**src/rtl/stat_frame_pkg.sv**
```systemverilog
package stat_frame_pkg;
  // Strobes passed from control to datapath
  typedef struct packed {
    logic load;       // load a fresh frame on this edge
    logic carryResp;  // the frame being loaded carries a read response
  } frameStrobes_t;
endpackage

```
**src/rtl/stat_frame_ctrl.sv**
```systemverilog
module stat_frame_ctrl
  import stat_frame_pkg::*;
#(
  parameter int IDX_W = 7
) (
  input  logic             clk,
  input  logic             rstN,
  input  logic             syncIn,
  input  logic             reqValid,
  input  logic [IDX_W-1:0] reqIndex,
  input  logic             wrValid,
  input  logic [IDX_W-1:0] wrIndex,
  output frameStrobes_t    strobes,
  output logic [IDX_W-1:0] pendIdx,
  output logic             regsReset
);
  logic syncPrev;
  logic pendValid;

  // Tracks sync in every cycle, so a level held through reset is never seen as a rise
  always_ff @(posedge clk) syncPrev <= syncIn;

  always_comb begin
    strobes.load      = syncIn & ~syncPrev;
    strobes.carryResp = pendValid;
  end

  always_ff @(posedge clk) begin
    if (!rstN) begin
      pendValid <= 1'b0;
      pendIdx   <= '0;
      regsReset <= 1'b0;
    end else begin
      if (reqValid) begin
        pendValid <= 1'b1;
        pendIdx   <= reqIndex;
      end else if (strobes.load) begin
        pendValid <= 1'b0;
      end
      regsReset <= wrValid && (wrIndex == '0);
    end
  end
endmodule

```
**src/rtl/stat_frame_dp.sv**
```systemverilog
module stat_frame_dp
  import stat_frame_pkg::*;
#(
  parameter int TAG_W     = 16,
  parameter int SLOT_W    = 20,
  parameter int NUM_SLOTS = 12,
  parameter int SAMPLE_W  = 18,
  parameter int IDX_W     = 7,
  parameter int DATA_W    = 16,
  parameter logic [DATA_W-1:0] RESET_ID = 16'h0D50
) (
  input  logic                clk,
  input  logic                rstN,
  input  frameStrobes_t       strobes,
  input  logic [IDX_W-1:0]    respIdx,
  input  logic [DATA_W-1:0]   regData,
  input  logic                codecReady,
  input  logic                leftValid,
  input  logic                rightValid,
  input  logic                needLeft,
  input  logic                needRight,
  input  logic [SAMPLE_W-1:0] leftSample,
  input  logic [SAMPLE_W-1:0] rightSample,
  output logic                sdataOut
);
  localparam int FRAME_W = TAG_W + SLOT_W * NUM_SLOTS;
  localparam int TAG_LO  = FRAME_W - TAG_W;

  function automatic int slotBit(input int slot, input int b);
    return FRAME_W - TAG_W - slot * SLOT_W + b;
  endfunction

  logic [FRAME_W-1:0] frameBits;
  logic [FRAME_W-1:0] shiftQ;
  logic [DATA_W-1:0]  respData;

  assign respData = (respIdx == '0) ? RESET_ID : regData;

  always_comb begin
    frameBits = '0;
    // tag field
    frameBits[TAG_LO + 15] = codecReady;
    frameBits[TAG_LO + 14] = strobes.carryResp;
    frameBits[TAG_LO + 13] = strobes.carryResp;
    frameBits[TAG_LO + 12] = leftValid;
    frameBits[TAG_LO + 11] = rightValid;
    // slot 1: echoed index and active-low sample requests
    if (strobes.carryResp) begin
      frameBits[slotBit(1, SLOT_W - 2) -: IDX_W] = respIdx;
      frameBits[slotBit(2, SLOT_W - 1) -: DATA_W] = respData;
    end
    frameBits[slotBit(1, 11)] = ~needLeft;
    frameBits[slotBit(1, 10)] = ~needRight;
    // slots 3 and 4: samples, MSB aligned, low bits stay zero
    if (leftValid)  frameBits[slotBit(3, SLOT_W - 1) -: SAMPLE_W] = leftSample;
    if (rightValid) frameBits[slotBit(4, SLOT_W - 1) -: SAMPLE_W] = rightSample;
  end

  always_ff @(posedge clk) begin
    if (!rstN) begin
      shiftQ   <= '0;
      sdataOut <= 1'b0;
    end else if (strobes.load) begin
      sdataOut <= frameBits[FRAME_W-1];
      shiftQ   <= {frameBits[FRAME_W-2:0], 1'b0};
    end else begin
      sdataOut <= shiftQ[FRAME_W-1];
      shiftQ   <= {shiftQ[FRAME_W-2:0], 1'b0};
    end
  end
endmodule

```
**src/rtl/codec_status_framer.sv**
```systemverilog
module codec_status_framer
  import stat_frame_pkg::*;
#(
  parameter int TAG_W     = 16,
  parameter int SLOT_W    = 20,
  parameter int NUM_SLOTS = 12,
  parameter int SAMPLE_W  = 18,
  parameter int IDX_W     = 7,
  parameter int DATA_W    = 16
) (
  input  logic                bitClk,
  input  logic                rstN,
  input  logic                syncIn,
  input  logic                codecReady,
  input  logic                reqValid,
  input  logic [IDX_W-1:0]    reqIndex,
  output logic [IDX_W-1:0]    rdIndex,
  input  logic [DATA_W-1:0]   regData,
  input  logic                wrValid,
  input  logic [IDX_W-1:0]    wrIndex,
  output logic                regsReset,
  input  logic                needLeft,
  input  logic                needRight,
  input  logic                leftValid,
  input  logic                rightValid,
  input  logic [SAMPLE_W-1:0] leftSample,
  input  logic [SAMPLE_W-1:0] rightSample,
  output logic                sdataOut
);
  frameStrobes_t strobes;

  stat_frame_ctrl #(.IDX_W(IDX_W)) u_ctrl (
    .clk(bitClk), .rstN(rstN), .syncIn(syncIn),
    .reqValid(reqValid), .reqIndex(reqIndex),
    .wrValid(wrValid), .wrIndex(wrIndex),
    .strobes(strobes), .pendIdx(rdIndex), .regsReset(regsReset)
  );

  stat_frame_dp #(
    .TAG_W(TAG_W), .SLOT_W(SLOT_W), .NUM_SLOTS(NUM_SLOTS),
    .SAMPLE_W(SAMPLE_W), .IDX_W(IDX_W), .DATA_W(DATA_W)
  ) u_dp (
    .clk(bitClk), .rstN(rstN), .strobes(strobes),
    .respIdx(rdIndex), .regData(regData), .codecReady(codecReady),
    .leftValid(leftValid), .rightValid(rightValid),
    .needLeft(needLeft), .needRight(needRight),
    .leftSample(leftSample), .rightSample(rightSample),
    .sdataOut(sdataOut)
  );
endmodule

```
**config.mk**
```make
export PLATFORM = sky130hd
export DESIGN_NAME = codec_status_framer
export DESIGN_NICKNAME = d
export VERILOG_FILES = /design/src/rtl/stat_frame_pkg.sv /design/src/rtl/stat_frame_ctrl.sv /design/src/rtl/stat_frame_dp.sv /design/src/rtl/codec_status_framer.sv
export SDC_FILE = /design/constraint.sdc
export NUM_CORES = 1
export LEC_CHECK = 0
export CORE_ASPECT_RATIO = 0.8
export CORE_MARGIN = 3
export CORE_UTILIZATION = 65
export CTS_CLUSTER_SIZE = 20
export DETAILED_ROUTE_END_ITERATION = 6
export DONT_BUFFER_PORTS = 1
export PLACE_DENSITY = 0.81
export SLEW_MARGIN = 5
export SYNTH_ARGS = -nofsm -noshare
export SYNTH_HDL_FRONTEND = slang
export SYNTH_SLANG_ARGS = --single-unit
```
**constraint.sdc**
```tcl
create_clock -name bitClk -period 2.23 [get_ports bitClk]
set_input_delay 0.1115 -clock bitClk [delete_from_list [all_inputs] [get_ports bitClk]]
set_output_delay 0.1115 -clock bitClk [all_outputs]
set_load 0.005 [all_outputs]
```
==> impl_metrics.env, run 1 <==
export IMPL_via_count_of_the_first_global_routing_pass=2332
export IMPL_post_route_min_period_ns=1.82
export IMPL_setup_tns_ns=0
export IMPL_end_kind="flop"
export IMPL_post_synth_and_or_nand_nor_area_fraction_pct=10.9
export IMPL_worst_ir_drop_vdd_mv=0.764
export IMPL_clkTransAtPathRegs_ns=0.10
export IMPL_postLayoutCoreUtil_pct=87.7
export IMPL_dominantRegCellSynth="sky130_fd_sc_hd__dfxtp_1"
export IMPL_p_clk_share_pct=35.8
export IMPL_cts_inserted_buffers=9
export IMPL_first_pass_grt_wire_length_mm=12.7
export IMPL_synth_fp_nets=332
export IMPL_average_size_of_a_mapped_cell_um2=12.6
export IMPL_die_width_um=84.7
export IMPL_crit_path_end="u_ctrl.pendIdx[4]"
export IMPL_finClkSkew_ns=0.00988
export IMPL_area_delta_synth_final_pct=27.3
export IMPL_share_seq_of_total_power_pct=57.4
export IMPL_synth_common_cells="sky130_fd_sc_hd__dfxtp_1 (104), sky130_fd_sc_hd__a22o_1 (53), sky130_fd_sc_hd__and3_1 (31)"
export IMPL_post_synth_xor_area_fraction_pct=0
export IMPL_synth_most_common_cell="sky130_fd_sc_hd__dfxtp_1"
export IMPL_synth_edf_count=0
export IMPL_startpoint_type="input pin"
export IMPL_synth_ff_latch_count=104
export IMPL_outcome="complete, no violations"
export IMPL_post_cts_resized=0
export IMPL_crit_reg2reg_launch="u_ctrl.syncPrev"
export IMPL_synth_area_leader_cell="sky130_fd_sc_hd__dfxtp_1"
export IMPL_drt_drc_violations_left=0
export IMPL_worst_r2r_cell_count=3
export IMPL_clkSinkCount=104
export IMPL_drtAntennaViolNets=0
export IMPL_seq_area_frac_synth_pct=64.6
export IMPL_design_portCount=85
export IMPL_synthDistinctLibCells=25
export IMPL_mux_contribution_to_synthesized_area_pct=2.17
export IMPL_grt_antenna_before_repair=1
export IMPL_setup_violations=0
export IMPL_clock_tree_root_buffer_cell="sky130_fd_sc_hd__clkbuf_8"
export IMPL_pin_count_of_the_biggest_net_entering_global_routing=63
export IMPL_static_leak_nw=1.79
export IMPL_layout_worst_path_cycle_share_pct=81.5
export IMPL_worst_slew_margin_rel_pct=29.4
export IMPL_post_synth_top_area_fraction_pct=64.6
export IMPL_pre_cts_slack_ns=0.668
export IMPL_clock_fmax_mhz=550
export IMPL_synth_top_family_by_area="compound AO/OA/AOI/OAI gates"
export IMPL_gp_congestion=0.679
export IMPL_routedWlPerCell_um=21.7
export IMPL_dpl_hpwl_mm=3.44
export IMPL_start_util_pct=68.9
export IMPL_htree_num_levels=3
export IMPL_netlist_area_mm2=0.00322
export IMPL_placement_row_count=22
export IMPL_r2r_end="u_dp.shiftQ[220]"
export IMPL_r2r_slack_ns=0.57
export IMPL_globalRouteTotalUtil_pct=30.2
export IMPL_worst_setup_path_type="in -> reg"
export IMPL_final_max_slew_viol_count=0
export IMPL_first_pass_iters=5
export IMPL_power_per_cell_area_mw_per_mm2=817
export IMPL_routed_wl_mm=8.35
export IMPL_dieArea_mm2=0.00584
export IMPL_max_cap_violations=0
export IMPL_synth_top_cells_by_area="sky130_fd_sc_hd__dfxtp_1 (65%), sky130_fd_sc_hd__a22o_1 (14%), sky130_fd_sc_hd__and3_1 (6.0%), sky130_fd_sc_hd__mux2i_1 (2.2%), sky130_fd_sc_hd__a221o_1 (1.6%)"
export IMPL_worst_path_max_fanout=39
export IMPL_cts_buffer_depth=2
export IMPL_grt_setup_unrepaired="false"
export IMPL_die_height_um=69.0
export IMPL_holdCritPathClass="in -> reg"
export IMPL_core_region_area_mm2=0.00468
export IMPL_worst_setup_path_startpoint="rstN"
export IMPL_grt_overflow=0
export IMPL_synth_yosys_warnings=0
export IMPL_net_switching_power_of_the_design_mw=0.763
export IMPL_critPathArrivalTime_ns=2.14
export IMPL_antennaDiodeCount=0
export IMPL_timing_hold_violations_final=0
export IMPL_tightest_slew_ns=1.06
export IMPL_layout_drive_gt1_share_pct=5.86
export IMPL_syn_instance_count=256
export IMPL_tritoncts="yes"
export IMPL_synth_fa_ha_area_share_pct=0
export IMPL_clk_insertion_delay_late_ns=0.37
export IMPL_port_buffers=0
export IMPL_switching_share_pct=22.7
export IMPL_finalNetCount=395
export IMPL_intPower_mw=2.59
export IMPL_timing_critical_path_required_ns=2.55
export IMPL_drt_iter0_markers=186
export IMPL_post_cts_buffers=0
export IMPL_fin_worst_hold_slack_ns=0.184
export IMPL_route_detailed_vias_per_inst=5.97
export IMPL_final_setup_worst_slack_ns=0.412
export IMPL_async_reset_ff_share_pct=0
export IMPL_power_share_combinational_pct=6.8
export IMPL_num_vias=2293
export IMPL_synth_compound_area_share_pct=18.1
==> worst min-delay path by stage <==
stage,from,endpoint,slack [ns],cells after the start
after global placement,syncIn,u_ctrl.syncPrev,0.14,0
after floorplan,syncIn,u_ctrl.syncPrev,0.14,0
after global routing,syncIn,u_dp.sdataOut,0.20,3
after CTS,syncIn,u_dp.shiftQ[231],0.14,3
final,syncIn,u_dp.shiftQ[246],0.18,2
after detailed placement,syncIn,u_ctrl.syncPrev,0.14,0
==> layout make-up <==
| cell class | count | area (um^2) |
|---|---|---|
| timing repair buffer | 74 | 738 |
| sequential | 104 | 2080 |
| clock buffer | 11 | 141 |
| tap | 60 | 75.1 |
| clock inverter | 5 | 61.3 |
| fill | 195 | 576 |
| multi-input combinational | 130 | 1010 |
==> sequential cells by signal (all words and copies together) (netlist names) <==
name / count
u_ctrl.regsReset: 1
u_ctrl.pendValid: 1
u_dp.sdataOut: 1
u_ctrl.pendIdx: 7
u_dp.shiftQ: 93
u_ctrl.syncPrev: 1
==> placed cells by master (no fill, tap or decap), types with 3 or more instances in the layout <==
master / count
sky130_fd_sc_hd__a21boi_0: 3
sky130_fd_sc_hd__mux2i_1: 7
sky130_fd_sc_hd__clkbuf_8: 10
sky130_fd_sc_hd__inv_6: 3
sky130_fd_sc_hd__nor2b_1: 8
sky130_fd_sc_hd__nand2_1: 5
sky130_fd_sc_hd__and3_1: 31
sky130_fd_sc_hd__dlygate4sd3_1: 73
sky130_fd_sc_hd__dfxtp_1: 104
sky130_fd_sc_hd__a21o_1: 4
sky130_fd_sc_hd__a22o_1: 53
sky130_fd_sc_hd__a221o_1: 5
==> power by group through the flow <==
stage	clock network (mW)	logic, mW	registers (mW)
after floorplan	0	0.102	1.96
after global routing	1.27	0.246	1.93
after CTS	1.20	0.211	1.92
after detailed placement	0	0.0961	1.96
final	1.20	0.228	1.93
after global placement	0	0.0925	1.96
==> worst max-delay path: stages <==
cell and delay, ns:
sky130_fd_sc_hd__dlygate4sd3_1 1.23, sky130_fd_sc_hd__nor2b_1 0.23, sky130_fd_sc_hd__dlygate4sd3_1 0.56
==> what timing repair did <==
item | 4_1_cts | 5_1_grt
setup endpoints to repair | 0 | 0
hold endpoints to repair | 93 | 0
hold buffers | 73 | 0
==> through the flow <==
| step | cell area [um^2] | cells | power, mW |
|---|---|---|---|
| 6_report | 4100 | 384 | 3.35 |
| 5_1_grt | 4100 | 384 | 3.45 |
| 4_1_cts | 4100 | 384 | 3.33 |
| 3_5_place_dp | 3170 | 295 | 2.06 |
| 3_3_place_gp | 3170 | 295 | 2.06 |
| 2_1_floorplan | 3220 | 256 | 2.06 |
==> per-layer routing <==
layer | vias to the layer above | share of wire [%] | global-route usage, %
met2 | 99 | 48 | 48.4
met4 | 2 | 2.4 | 12.8
met5 | - | 0.13 | 0
li1 | 1059 | - | -
met1 | 1110 | 42 | 36.6
met3 | 23 | 7.3 | 12.2
==> kinds of logic (layout without fill, tap and decap cells) <==
group	count (synthesis)	count (layout)
muxes	7	7
and+or+nand+nor	56	56
AOI/OAI and AO/OA	67	67
buffers and inverters	22	90
DFF	104	104
Note: power is estimated with default switching activity, not from simulation.
==> run 2, diff against run 1 <==
ABC_AREA = 1   (was unset)
CORE_UTILIZATION = 55   (was 65)
PLACE_DENSITY = 0.73   (was 0.81)
clock period = 1.5 ns   (was 2.23 ns; I/O delays follow)
==> run 2 against run 1 <==
Compared with the run above:
- sequential cell count did not move
- sequential power rose by 48%
- critical path type is now reg -> reg
- synthesized cell count rose by 64%
- utilization fell by 9.6 points
- area after synthesis rose by 5.0%
- critical endpoint is now u_dp.shiftQ[232]
- non-clock buffer count rose by 8
==> impl_metrics.env, run 2 <==
export IMPL_outcome="complete, no violations"
export IMPL_clock_fmax_mhz=689
export IMPL_synthDistinctLibCells=15
export IMPL_async_reset_ff_share_pct=0
export IMPL_final_cells=582
export IMPL_routedWlPerCell_um=12.6
export IMPL_pre_cts_slack_ns=0.277
export IMPL_dominantRegCellSynth="sky130_fd_sc_hd__dfxtp_1"
export IMPL_synth_most_common_cell="sky130_fd_sc_hd__dfxtp_1"
export IMPL_port_buffers=0
export IMPL_top_register="u_dp.shiftQ"
export IMPL_setup_violations=0
export IMPL_area_delta_synth_final_pct=31.7
export IMPL_cpLargestDelayFamily="buffers and inverters"
export IMPL_worst_setup_path_type="reg -> reg"
export IMPL_synth_fp_nets=496
export IMPL_end_kind="flop"
export IMPL_fin_worst_hold_slack_ns=0.0383
export IMPL_synth_top_cells_by_area="sky130_fd_sc_hd__dfxtp_1 (62%), sky130_fd_sc_hd__nand2_1 (11%), sky130_fd_sc_hd__inv_1 (8.1%), sky130_fd_sc_hd__o21ai_0 (7.5%), sky130_fd_sc_hd__nor2_1 (5.7%)"
export IMPL_grt_overflow=0
export IMPL_post_route_min_period_ns=1.45
export IMPL_tritoncts="yes"
export IMPL_holdCritPathClass="in -> reg"
export IMPL_finalNetCount=575
export IMPL_fin_total_pwr_mw=5.06
export IMPL_startpoint_type="flop"
export IMPL_die_height_um=76.2
export IMPL_worst_path_max_fanout=9
export IMPL_design_portCount=85
export IMPL_routed_wl_mm=7.31
export IMPL_grt_antenna_before_repair=0
export IMPL_clock_tree_root_buffer_cell="sky130_fd_sc_hd__clkbuf_8"
export IMPL_final_max_slew_viol_count=0
export IMPL_num_vias=2710
export IMPL_seq_area_frac_synth_pct=61.5
export IMPL_power_per_cell_area_mw_per_mm2=1140
export IMPL_flip_flop_count_of_the_largest_register_after_layout=93
export IMPL_max_cap_violations=0
export IMPL_worst_ir_drop_vdd_mv=0.770
export IMPL_synth_ff_latch_count=104
export IMPL_drtAntennaViolNets=0
export IMPL_final_setup_worst_slack_ns=0.0487
export IMPL_start_util_pct=59.3
export IMPL_cpPeakStageDelay_ns=0.56
export IMPL_post_cts_buffers=0
export IMPL_top_regs="u_dp.shiftQ (93), u_ctrl.pendIdx (7)"
export IMPL_place_inst=489
export IMPL_commonest_cells_after_routing_fill_and_taps_aside="sky130_fd_sc_hd__dfxtp_1 (104), sky130_fd_sc_hd__nand2_1 (101), sky130_fd_sc_hd__dlygate4sd3_1 (76)"
export IMPL_cts_inserted_buffers=9
export IMPL_htree_num_levels=3
export IMPL_timing_critical_path_required_ns=1.74
export IMPL_synth_edf_count=0
export IMPL_first_pass_grt_wire_length_mm=12.0
export IMPL_synth_yosys_warnings=0
export IMPL_layout_drive_gt1_share_pct=4.96
export IMPL_drt_iter0_markers=95
export IMPL_route_detailed_vias_per_inst=4.66
export IMPL_setup_tns_ns=0
export IMPL_drt_drc_violations_left=0
export IMPL_antennaDiodeCount=0
export IMPL_placement_row_count=24
export IMPL_critical_path_cell_chain="inv_1 > nand2_2 > inv_4 > o21ai_0 > a21oi_1 > dlygate4sd3_1"
export IMPL_die_width_um=93.7
export IMPL_stdcell_area_mm2=0.00446
export IMPL_tightest_slew_ns=0.438
export IMPL_postLayoutCoreUtil_pct=78.1
export IMPL_cp_buf_inv_count=3
export IMPL_gp_congestion=0.751
export IMPL_worst_slew_margin_rel_pct=70.8
export IMPL_finClkSkew_ns=0.0113
export IMPL_netlist_area_mm2=0.00338
export IMPL_post_synth_top_area_fraction_pct=61.5
export IMPL_clkSinkCount=104
export IMPL_dieArea_mm2=0.00714
export IMPL_first_pass_iters=4
export IMPL_clk_insertion_delay_late_ns=0.36
export IMPL_cts_buffer_depth=2
export IMPL_synth_common_cells="sky130_fd_sc_hd__dfxtp_1 (104), sky130_fd_sc_hd__nand2_1 (102), sky130_fd_sc_hd__inv_1 (73)"
export IMPL_pin_count_of_the_biggest_net_entering_global_routing=36
export IMPL_worst_path_max_delay_cell="sky130_fd_sc_hd__dlygate4sd3_1"
export IMPL_clkTransAtPathRegs_ns=0.09
export IMPL_syn_instance_count=420
export IMPL_placed_cell_area_mm2=0.00347
export IMPL_globalRouteTotalUtil_pct=21.1
export IMPL_core_region_area_mm2=0.00571
export IMPL_dpl_hpwl_mm=3.91
export IMPL_final_common_cell="sky130_fd_sc_hd__dfxtp_1"
export IMPL_synth_area_leader_cell="sky130_fd_sc_hd__dfxtp_1"
export IMPL_critPathArrivalTime_ns=1.69
export IMPL_average_size_of_a_mapped_cell_um2=8.06
export IMPL_static_leak_nw=1.91
export IMPL_timing_hold_violations_final=0
export IMPL_via_count_of_the_first_global_routing_pass=2602
export IMPL_layout_worst_path_cycle_share_pct=96.8
-- run 2: changes by cell type after synthesis, sizes merged, moves of 7 or more --
cell   change
nand2     +97
o21ai     +63
nor2b      -8
inv       +76
mux2i      -7
and3      -31
nor2      +51
a22o      -53
-- run 2: cell type report --
class                   count  area, um^2
clock buffers              11         131
clock inverters             5        81.3
fillers                   366        1250
inverters                  77         292
multi-input cells         225         950
flip-flops and latches    104        2080
well taps                  78        97.6
repair buffers             82         823
-- run 2: cell families (layout without fill, tap and decap cells) --
| logic type | Yosys count | count (layout) | share of synthesized area, % |
|---|---|---|---|
| AOI/OAI and AO/OA | 68 | 68 | 10.1 |
| buffers and inverters | 91 | 175 | 10.5 |
| DFF | 104 | 104 | 61.5 |
| and+or+nand+nor | 157 | 157 | 17.9 |
-- run 2: report_power, final --
part           switching [mW]  leakage [nW]  internal, mW  total (mW)
logic                   0.181         0.965         0.199       0.380
clock network           0.877         0.104         0.941        1.82
registers              0.0315         0.844          2.83        2.86
total                    1.09          1.91          3.97        5.06
-- run 2: worst reg2reg max path, cell delays in order (launching register included) --
cell and delay, ns:
sky130_fd_sc_hd__dfxtp_1 0.32, sky130_fd_sc_hd__inv_1 0.05, sky130_fd_sc_hd__nand2_2 0.10, sky130_fd_sc_hd__inv_4 0.08
sky130_fd_sc_hd__o21ai_0 0.16, sky130_fd_sc_hd__a21oi_1 0.06, sky130_fd_sc_hd__dlygate4sd3_1 0.56
-- run 2: repair_timing --
item	CTS	global route
resized for setup	0	4
hold buffers	77	0
endpoints found under the setup margin	0	3
endpoints found under the hold margin	65	0
-- run 2: final timing paths --
path	from	to	slack, ns	cells past startpoint
max	u_ctrl.syncPrev	u_dp.shiftQ[232]	0.05	6
max reg2reg	u_ctrl.syncPrev	u_dp.shiftQ[232]	0.05	6
min	syncIn	u_ctrl.pendValid	0.04	3
min reg2reg	u_dp.shiftQ[227]	u_dp.shiftQ[228]	0.40	2
-- run 2: metal layers --
layer	track usage (%)	wire, um
met1	25.1	3180
met5	0	0
met3	7.21	455
met2	35.6	3520
met4	6.78	153
